**src/rtl/psd_pkg.sv**
```systemverilog
package psd_pkg;
  parameter int M_W   = 13;
  parameter int A_W   = 4;
  parameter int N_MIN = 240;
  localparam int N_W  = M_W + A_W;
  localparam logic [N_W-1:0] N_RST = N_W'(N_MIN);

  typedef struct packed {
    logic [M_W-1:0] m;
    logic [A_W-1:0] a;
  } ratio_t;

  function automatic logic ratio_bad(input logic [N_W-1:0] n);
    ratio_t r;
    r = ratio_t'(n);
    return (n < N_RST) || (int'(r.m) < int'(r.a));
  endfunction

  function automatic ratio_t ratio_fix(input logic [N_W-1:0] n);
    return ratio_bad(n) ? ratio_t'(N_RST) : ratio_t'(n);
  endfunction
endpackage

```
**src/rtl/psd_ratio_sync.sv**
```systemverilog
module psd_ratio_sync
  import psd_pkg::*;
(
  input  logic           clk_i,
  input  logic           rst_ni,
  input  logic [N_W-1:0] ratio_i,
  input  logic           load_i,
  input  logic           wrap_i,
  output ratio_t         nxt_o,
  output logic           invalid_o
);
  logic [N_W-1:0] pend_q;
  logic           pend_v_q;
  ratio_t         act_q;
  logic           inv_q;
  logic           adopt;

  assign adopt = wrap_i && pend_v_q;
  // reload value seen by the counters at the boundary edge
  assign nxt_o     = adopt ? ratio_fix(pend_q) : act_q;
  assign invalid_o = inv_q;

  always_ff @(posedge clk_i or negedge rst_ni) begin
    if (!rst_ni) begin
      pend_q   <= '0;
      pend_v_q <= 1'b0;
      act_q    <= ratio_t'(N_RST);
      inv_q    <= 1'b0;
    end else begin
      if (load_i) pend_q <= ratio_i;
      if (load_i)      pend_v_q <= 1'b1;
      else if (wrap_i) pend_v_q <= 1'b0;
      if (adopt) begin
        act_q <= ratio_fix(pend_q);
        inv_q <= ratio_bad(pend_q);
      end
    end
  end

  a_r4_adopt_at_boundary: assert property (@(posedge clk_i) disable iff (!rst_ni)
    !$past(wrap_i) |-> $stable(act_q));
  a_r7_flag_at_boundary: assert property (@(posedge clk_i) disable iff (!rst_ni)
    !$past(wrap_i) |-> $stable(inv_q));
  a_r6_active_legal: assert property (@(posedge clk_i) disable iff (!rst_ni)
    ({act_q.m, act_q.a} >= N_RST) && (int'(act_q.m) >= int'(act_q.a)));
endmodule

```
**src/rtl/psd_prescaler.sv**
```systemverilog
module psd_prescaler
  import psd_pkg::*;
(
  input  logic clk_i,
  input  logic rst_ni,
  input  logic sel17_i,
  output logic end_o
);
  localparam logic [A_W:0] LAST16 = (A_W+1)'((2**A_W) - 1);
  localparam logic [A_W:0] LAST17 = (A_W+1)'(2**A_W);

  logic [A_W:0] cnt_q;

  assign end_o = (cnt_q == (sel17_i ? LAST17 : LAST16));

  always_ff @(posedge clk_i or negedge rst_ni) begin
    if (!rst_ni)    cnt_q <= '0;
    else if (end_o) cnt_q <= '0;
    else            cnt_q <= cnt_q + 1'b1;
  end

  // the extra count is reached only in a stretched cycle
  a_r2_long_only_when_sel: assert property (@(posedge clk_i) disable iff (!rst_ni)
    (cnt_q == LAST17) |-> sel17_i);
  a_r2_modulus_steady: assert property (@(posedge clk_i) disable iff (!rst_ni)
    (cnt_q != '0) |-> $stable(sel17_i));
endmodule

```
**src/rtl/psd_swallow_ctl.sv**
```systemverilog
module psd_swallow_ctl
  import psd_pkg::*;
(
  input  logic   clk_i,
  input  logic   rst_ni,
  input  logic   end_i,
  input  ratio_t nxt_i,
  output logic   sel17_o,
  output logic   wrap_o
);
  ratio_t rst_r;
  logic [M_W-1:0] m_q;
  logic [A_W-1:0] a_q;

  assign rst_r   = ratio_t'(N_RST);
  assign sel17_o = (a_q != '0);
  assign wrap_o  = end_i && (m_q == M_W'(1));

  always_ff @(posedge clk_i or negedge rst_ni) begin
    if (!rst_ni) begin
      m_q <= rst_r.m;
      a_q <= rst_r.a;
    end else if (wrap_o) begin
      m_q <= nxt_i.m;
      a_q <= nxt_i.a;
    end else if (end_i) begin
      m_q <= m_q - 1'b1;
      if (a_q != '0) a_q <= a_q - 1'b1;
    end
  end

  a_r2_swallow_within_main: assert property (@(posedge clk_i) disable iff (!rst_ni)
    int'(a_q) <= int'(m_q));
  a_r1_main_nonzero: assert property (@(posedge clk_i) disable iff (!rst_ni)
    m_q != '0);
endmodule

```
**src/rtl/pswallow_div.sv**
```systemverilog
module pswallow_div
  import psd_pkg::*;
(
  input  logic           clk_i,
  input  logic           rst_ni,
  input  logic [N_W-1:0] ratio_i,
  input  logic           load_i,
  output logic           pulse_o,
  output logic           half_o,
  output logic           invalid_o
);
  ratio_t nxt;
  logic   sel17, pre_end, wrap;
  logic   pulse_q, half_q;

  psd_ratio_sync i_sync (
    .clk_i(clk_i), .rst_ni(rst_ni), .ratio_i(ratio_i), .load_i(load_i),
    .wrap_i(wrap), .nxt_o(nxt), .invalid_o(invalid_o)
  );

  psd_prescaler i_pre (
    .clk_i(clk_i), .rst_ni(rst_ni), .sel17_i(sel17), .end_o(pre_end)
  );

  psd_swallow_ctl i_ctl (
    .clk_i(clk_i), .rst_ni(rst_ni), .end_i(pre_end), .nxt_i(nxt),
    .sel17_o(sel17), .wrap_o(wrap)
  );

  always_ff @(posedge clk_i or negedge rst_ni) begin
    if (!rst_ni) begin
      pulse_q <= 1'b0;
      half_q  <= 1'b0;
    end else begin
      pulse_q <= wrap;
      half_q  <= half_q ^ wrap;
    end
  end

  assign pulse_o = pulse_q;
  assign half_o  = half_q;

  a_r3_single_clock: assert property (@(posedge clk_i) disable iff (!rst_ni)
    pulse_o |=> !pulse_o);
  a_r8_half_tracks_pulse: assert property (@(posedge clk_i) disable iff (!rst_ni)
    !$stable(half_o) |-> pulse_o);
  a_r7_flag_with_pulse: assert property (@(posedge clk_i) disable iff (!rst_ni)
    !$stable(invalid_o) |-> pulse_o);
endmodule

```
**config.mk**
```make
export PLATFORM = sky130hd
export DESIGN_NAME = pswallow_div
export DESIGN_NICKNAME = d
export VERILOG_FILES = /design/src/rtl/psd_pkg.sv /design/src/rtl/psd_ratio_sync.sv /design/src/rtl/psd_prescaler.sv /design/src/rtl/psd_swallow_ctl.sv /design/src/rtl/pswallow_div.sv
export SDC_FILE = /design/constraint.sdc
export NUM_CORES = 1
export LEC_CHECK = 0
export ABC_AREA = 1
export BUFFER_PORTS_ARGS = -buffer_cell sky130_fd_sc_hd__clkbuf_2
export CORE_MARGIN = 3
export CORE_UTILIZATION = 35
export CTS_BUF_LIST = sky130_fd_sc_hd__clkbuf_16
export CTS_CLUSTER_SIZE = 20
export DETAILED_ROUTE_END_ITERATION = 8
export GPL_ROUTABILITY_DRIVEN = 0
export PLACE_DENSITY = 0.61
export SYNTH_ARGS = -nofsm -noshare
export SYNTH_HDL_FRONTEND = slang
export SYNTH_SLANG_ARGS = --single-unit
```
**constraint.sdc**
```tcl
create_clock -name clk_i -period 2.9 [get_ports clk_i]
set_input_delay 0.58 -clock clk_i [delete_from_list [all_inputs] [get_ports clk_i]]
set_output_delay 0.58 -clock clk_i [all_outputs]
set_load 0.005 [all_outputs]
```
; After elaboration in Yosys (flattened, before gate mapping)
; Index checks and enable logic that the tools add are counted.
[op_classes]
magnitude_cmp = 2
n_addsub = 3
n_bitwise = 1
eq_ne = 2
mux = 11
n_reduce_logical = 8
[ops]
columns = op, n
row1 = 17-bit 2-to-1 mux, 2
row2 = 13-bit 2-to-1 mux, 2
row3 = 17-bit by 8-bit less-than comparator with 1-bit output (second input constant), 1
row4 = 13-bit by 1-bit equality test with 1-bit output (second input constant), 1
row5 = 13-bit by 4-bit less-than comparator with 1-bit output, 1
row6 = 13-bit by 1-bit subtractor with 13-bit output (second input constant), 1
row7 = 4-bit 2-to-1 mux, 3
row8 = 5-bit 2-to-1 mux, 2
row9 = 2-bit nonzero test, 3
row10 = 5-bit by 1-bit adder with 5-bit output (second input constant), 1
row11 = 5-bit equality test, 1
row12 = 4-bit nonzero test, 1
row13 = 4-bit by 1-bit subtractor with 4-bit output (second input constant), 1
row14 = 1-bit logical AND, 2
row15 = 1-bit 2-to-1 mux, 2
row16 = 2-bit AND reduction, 1
row17 = 1-bit logical OR, 1
row18 = 1-bit bitwise XOR, 1
[word_totals]
word_cells = 37
output_inout_bits = 3
ff_bits = 60

; Depth between registers and ports, before layout
[logic_depth]
word_depth = 7
mapped_depth = 12

; By module
; A second synthesis with hierarchy kept.
[hier_totals]
cells_unflattened = 432
hier_area_um2 = 3308.2
[modules_own_cells]
columns = mod, cells_each, seq_area_each_um2, area_per_inst_um2, n_inst
row1 = psd_ratio_sync, 180, 905.9, 1589.0, 1
row2 = psd_swallow_ctl, 216, 430.4, 1375.1, 1
row3 = psd_prescaler, 29, 125.1, 275.3, 1
row4 = pswallow_div, 7, 50.0, 68.8, 1

; Worst setup path before layout
; Ideal clock, no wire load.
[synth_timing]
path_type = flip-flop to flip-flop
startpoint = reg i_ctl.m_q[0]
endpoint = reg i_sync.inv_q (netlist: i_sync.invalid_o)
t_arrival_ns = 1.509
setup_ns = 0.125
stages_incl_launch_ff = 7
setup_slack_ns = 1.266
n_path_buf = 1
path_cell_list = dfstp_2 -> ha_1 -> nand3_1 -> nor2_4 -> nand3_4 -> buf_6 -> mux2_4
[synth_via]
elab_chain_cells = 3
[synth_lines]
columns = element, line
row1 = from (decl), psd_swallow_ctl.sv:12  ; logic [M_W-1:0] m_q;
row2 = from (signal assigned), psd_swallow_ctl.sv:21  ; m_q <= rst_r.m;
row3 = from (signal assigned), psd_swallow_ctl.sv:24  ; m_q <= nxt_i.m;
row4 = from (signal assigned), psd_swallow_ctl.sv:27  ; m_q <= m_q - 1'b1;
row5 = 13-bit by 1-bit equality test with 1-bit output, psd_swallow_ctl.sv:17  ; assign wrap_o = end_i && (m_q == M_W'(1));
row6 = 1-bit logical AND, psd_swallow_ctl.sv:17
row7 = 1-bit logical AND, psd_ratio_sync.sv:18  ; assign adopt = wrap_i && pend_v_q;
row8 = to (signal assigned), psd_ratio_sync.sv:35  ; inv_q <= ratio_bad(pend_q);
row9 = to (decl), psd_ratio_sync.sv:15  ; logic inv_q;
; Every way passes these cells.
; A chain may end at the register's enable or synchronous reset.

; Final worst setup path
[layout_timing]
startpoint = reg i_ctl.a_q[0]
endpoint = reg i_ctl.m_q[8]
[layout_via]
elab_chain_cells = 7
elab_cells_between_ends = 8
[layout_lines]
columns = element, line
row1 = from (decl), psd_swallow_ctl.sv:13  ; logic [A_W-1:0] a_q;
row2 = from (signal assigned), psd_swallow_ctl.sv:22  ; a_q <= rst_r.a;
row3 = from (signal assigned), psd_swallow_ctl.sv:25  ; a_q <= nxt_i.a;
row4 = from (signal assigned), psd_swallow_ctl.sv:28  ; if (a_q != '0) a_q <= a_q - 1'b1;
row5 = 4-bit nonzero test (*), psd_swallow_ctl.sv:16  ; assign sel17_o = (a_q != '0);
row6 = 5-bit 2-to-1 mux (*), psd_prescaler.sv:14  ; assign end_o = (cnt_q == (sel17_i ? LAST17 : LAST16));
row7 = 5-bit equality test (*), psd_prescaler.sv:14
row8 = 1-bit logical AND, psd_swallow_ctl.sv:17
row9 = 1-bit logical AND, psd_ratio_sync.sv:18
row10 = 17-bit 2-to-1 mux, psd_ratio_sync.sv:20  ; assign nxt_o = adopt ? ratio_fix(pend_q) : act_q;
row11 = 13-bit 2-to-1 mux, psd_swallow_ctl.sv:23  ; end else if (wrap_o) begin
; Every way passes the cells marked *; elsewhere a longest branch is shown, timed or not.

==> flow_summary_export.csv <==
group,metric,value,unit
layout,fin_util,43.2,%
logic_synthesis,synth.cell_area,0.00306,sq mm
logic_synthesis,yosys_warnings,0,
timing,worst_pin_slew,636,ps
grt,use_met1,18.9,%
critical_path,crit_path_end_kind,"flip-flop",
critical_path,path_class,"reg -> reg",
timing,setup-tns-final,0,ps
logic_synthesis,synth_fp_nets,407,
die,core_area,0.00834,sq mm
pwr,leakagePower,1.78,nW
grt,met3_usage,4.28,%
grt,met2_usage,22.9,%
layout,final_cell_mix,"nand2_1 (117), dfrtp_1 (52), inv_1 (46)",
grt,grt_max_degree,38,
detailed_routing,wl_per_cell,12.6,um
layout,fin_nets,431,
detailed_routing,routed_via_density,4.69,
timing,hold_viol,0,
clocking,cts_buffers,9,
timing,layout_min_cycle_time,2210,ps
layout,seq_area,0.00151,sq mm
die,io_pins,23,
timing,setup_viol,0,
layout,fill_cells,850,
layout,final_common_cell,"nand2_1",
grt,grt.busiest_layer,"met2",
critical_path,start_kind,"flip-flop",
detailed_routing,drc,0,
timing,post-route-period-util,76.4,%
die,num_rows,33,
critical_path,reg2reg_from,"i_ctl.a_q[0]",
die,fp.dieH,99.6,um
clocking,cts-resized-gates,0,
clocking,root_buffer,"clkbuf_16",
timing,fmax,452,MHz
timing,rsz0062_at_grt,"false",
logic_synthesis,avgSynthCellArea,8.06,sq um
detailed_routing,wirelength,6.47,mm
detailed_routing,vias,2413,
grt,grt_pass1_wl,11.4,mm
timing,whs,270,ps
detailed_routing,first_pass_iters,4,
clocking,cts_buffer_depth,2,
place,hpwl,4.69,mm
clocking,worst_skew_pair.late_latency,320,ps
pwr,finalPower,2.16,mW
layout,multi_input_area,0.00132,sq mm
detailed_routing,drtAntennaViolNets,0,
grt,grt_pass1_vias,2518,
layout,design_area,0.00360,sq mm
status,outcome,"finished, final reports clean",
layout,diodes,0,
pwr,vdd_drop_max,0.000300,V
die,start_util,36.7,%
die,die-area,0.00991,sq mm
clocking,numClockSinks,60,
place,dp.cells,498,
clocking,holdBufCountCts,0,
logic_synthesis,synth_cell_types,33,
grt,gr-total-overflow,0,
timing,maxSlewViolCount,0,
grt,antenna_found_initial,0,
critical_path,cp.arrival,2430,ps
layout,drive_gt1_share,14.7,%
layout,instances_no_fill,514,
clocking,cts_tree,"built",
flow_run,drv_cap,0,
grt,grt_util_all_layers,14.4,%
critical_path,worstPathMaxFanout,22,
clocking,clkTransAtPathRegs,50,ps
logic_synthesis,yosysSeqAreaShare,49.3,%
timing,slew_headroom,57.6,%
layout,area_growth,17.6,%
place,port_buffers,22,
timing,finalClockSkew,5.95,ps
critical_path,crit_path_start,"i_ctl.a_q[0]",
pwr,p_per_area,599,mW/mm^2
place,place_area,0.00327,sq mm
worst_hold_path,hp-class,"in -> async",
critical_path,critPathRequiredTime,3110,ps
clocking,cts_setup_buffers,0,
timing,fin_ws,686,ps
logic_synthesis,synth_cells,380,
detailed_routing,drtIter0Drc,102,
clocking,cts-htree-levels,3,
place,dp_slack,704,ps
logic_synthesis,ys_ff_latch,60,
die,die_w,99.6,um
[Yosys cell counts (all sizes together)]
cell type  count  share of area (%)
xnor2          4                1.1
a22oi          1               0.25
o211ai         5                1.2
nor3           2               0.33
nor2          37                5.7
nand2        120                 15
or2            1               0.20
inv           48                5.9
nand4          5                1.2
xor2           7                2.0
ha             7                2.9
a21oi          7                1.1
dfrtp         52                 42
mux2           1               0.49
nand3         25                4.5
o22ai          1               0.20
clkbuf         3               0.37
buf            7                1.4
and2           1               0.20
dfstp          8                6.9
o21ai         34                5.6
nand3b         1               0.25
a31oi          3               0.61
[worst max-delay path: stages (launching register included)]
cell      delay, ps
dfrtp_1         330
inv_1            60
ha_1            220
nand2_1         110
nand4_2         170
nand2_4         230
nand2_1         290
inv_2           380
o211ai_1        160
nand2_1          80
nand2_1          50
[path summary, 6_finish.rpt]
path	cells after the start	to	slack (ps)
max in group asynchronous	2	i_ctl.m_q[0]	1940
setup / recovery	10	i_ctl.m_q[8]	690
hold reg to reg	1	half_o	470
min in group clk_i	3	i_sync.pend_q[7]	460
setup reg to reg	10	i_ctl.m_q[8]	690
hold / removal	1	i_sync.pend_q[13]	270
[registers in the layout, indices dropped and copies added, names as in the netlist]
signal            count
i_ctl.m_q            13
pulse_o               1
i_sync.act_q         17
i_sync.pend_q        17
i_ctl.a_q             4
i_sync.invalid_o      1
half_o                1
i_sync.pend_v_q       1
i_pre.cnt_q           5
[cell families after synthesis]
group / after synthesis / synth area share (%)
adders and majority gates: 7 / 2.86
and+or+nand+nor: 192 / 27.5
DFF: 60 / 49.3
AOI/OAI and AO/OA: 51 / 8.99
muxes: 1 / 0.490
xor gates and xnor gates: 11 / 3.15
buffers and inverters: 58 / 7.68
[where the power goes]
group	total (mW)	internal (mW)	leakage [nW]	switching, mW
registers	0.873	0.860	0.722	0.0126
logic	0.0957	0.0339	0.891	0.0618
clock network	1.19	0.827	0.166	0.360
total	2.16	1.72	1.78	0.434
[final cells by class]
| cell class | count | share of cell area (%) |
|---|---|---|
| Inverter | 48 | 5.00 |
| Timing Repair Buffer | 23 | 3.61 |
| Multi-Input combinational cell | 262 | 36.6 |
| Clock buffer | 9 | 6.25 |
| Clock inverter | 7 | 2.95 |
| Tap cell | 105 | 3.65 |
| Sequential cell | 60 | 42.0 |
[metal layers]
layer	wire (um)	share of wire, %
met5	0	0
met4	21	0.32
met3	275	4.3
met2	2940	45
met1	3230	50
Power figures use the tool's default switching activity.
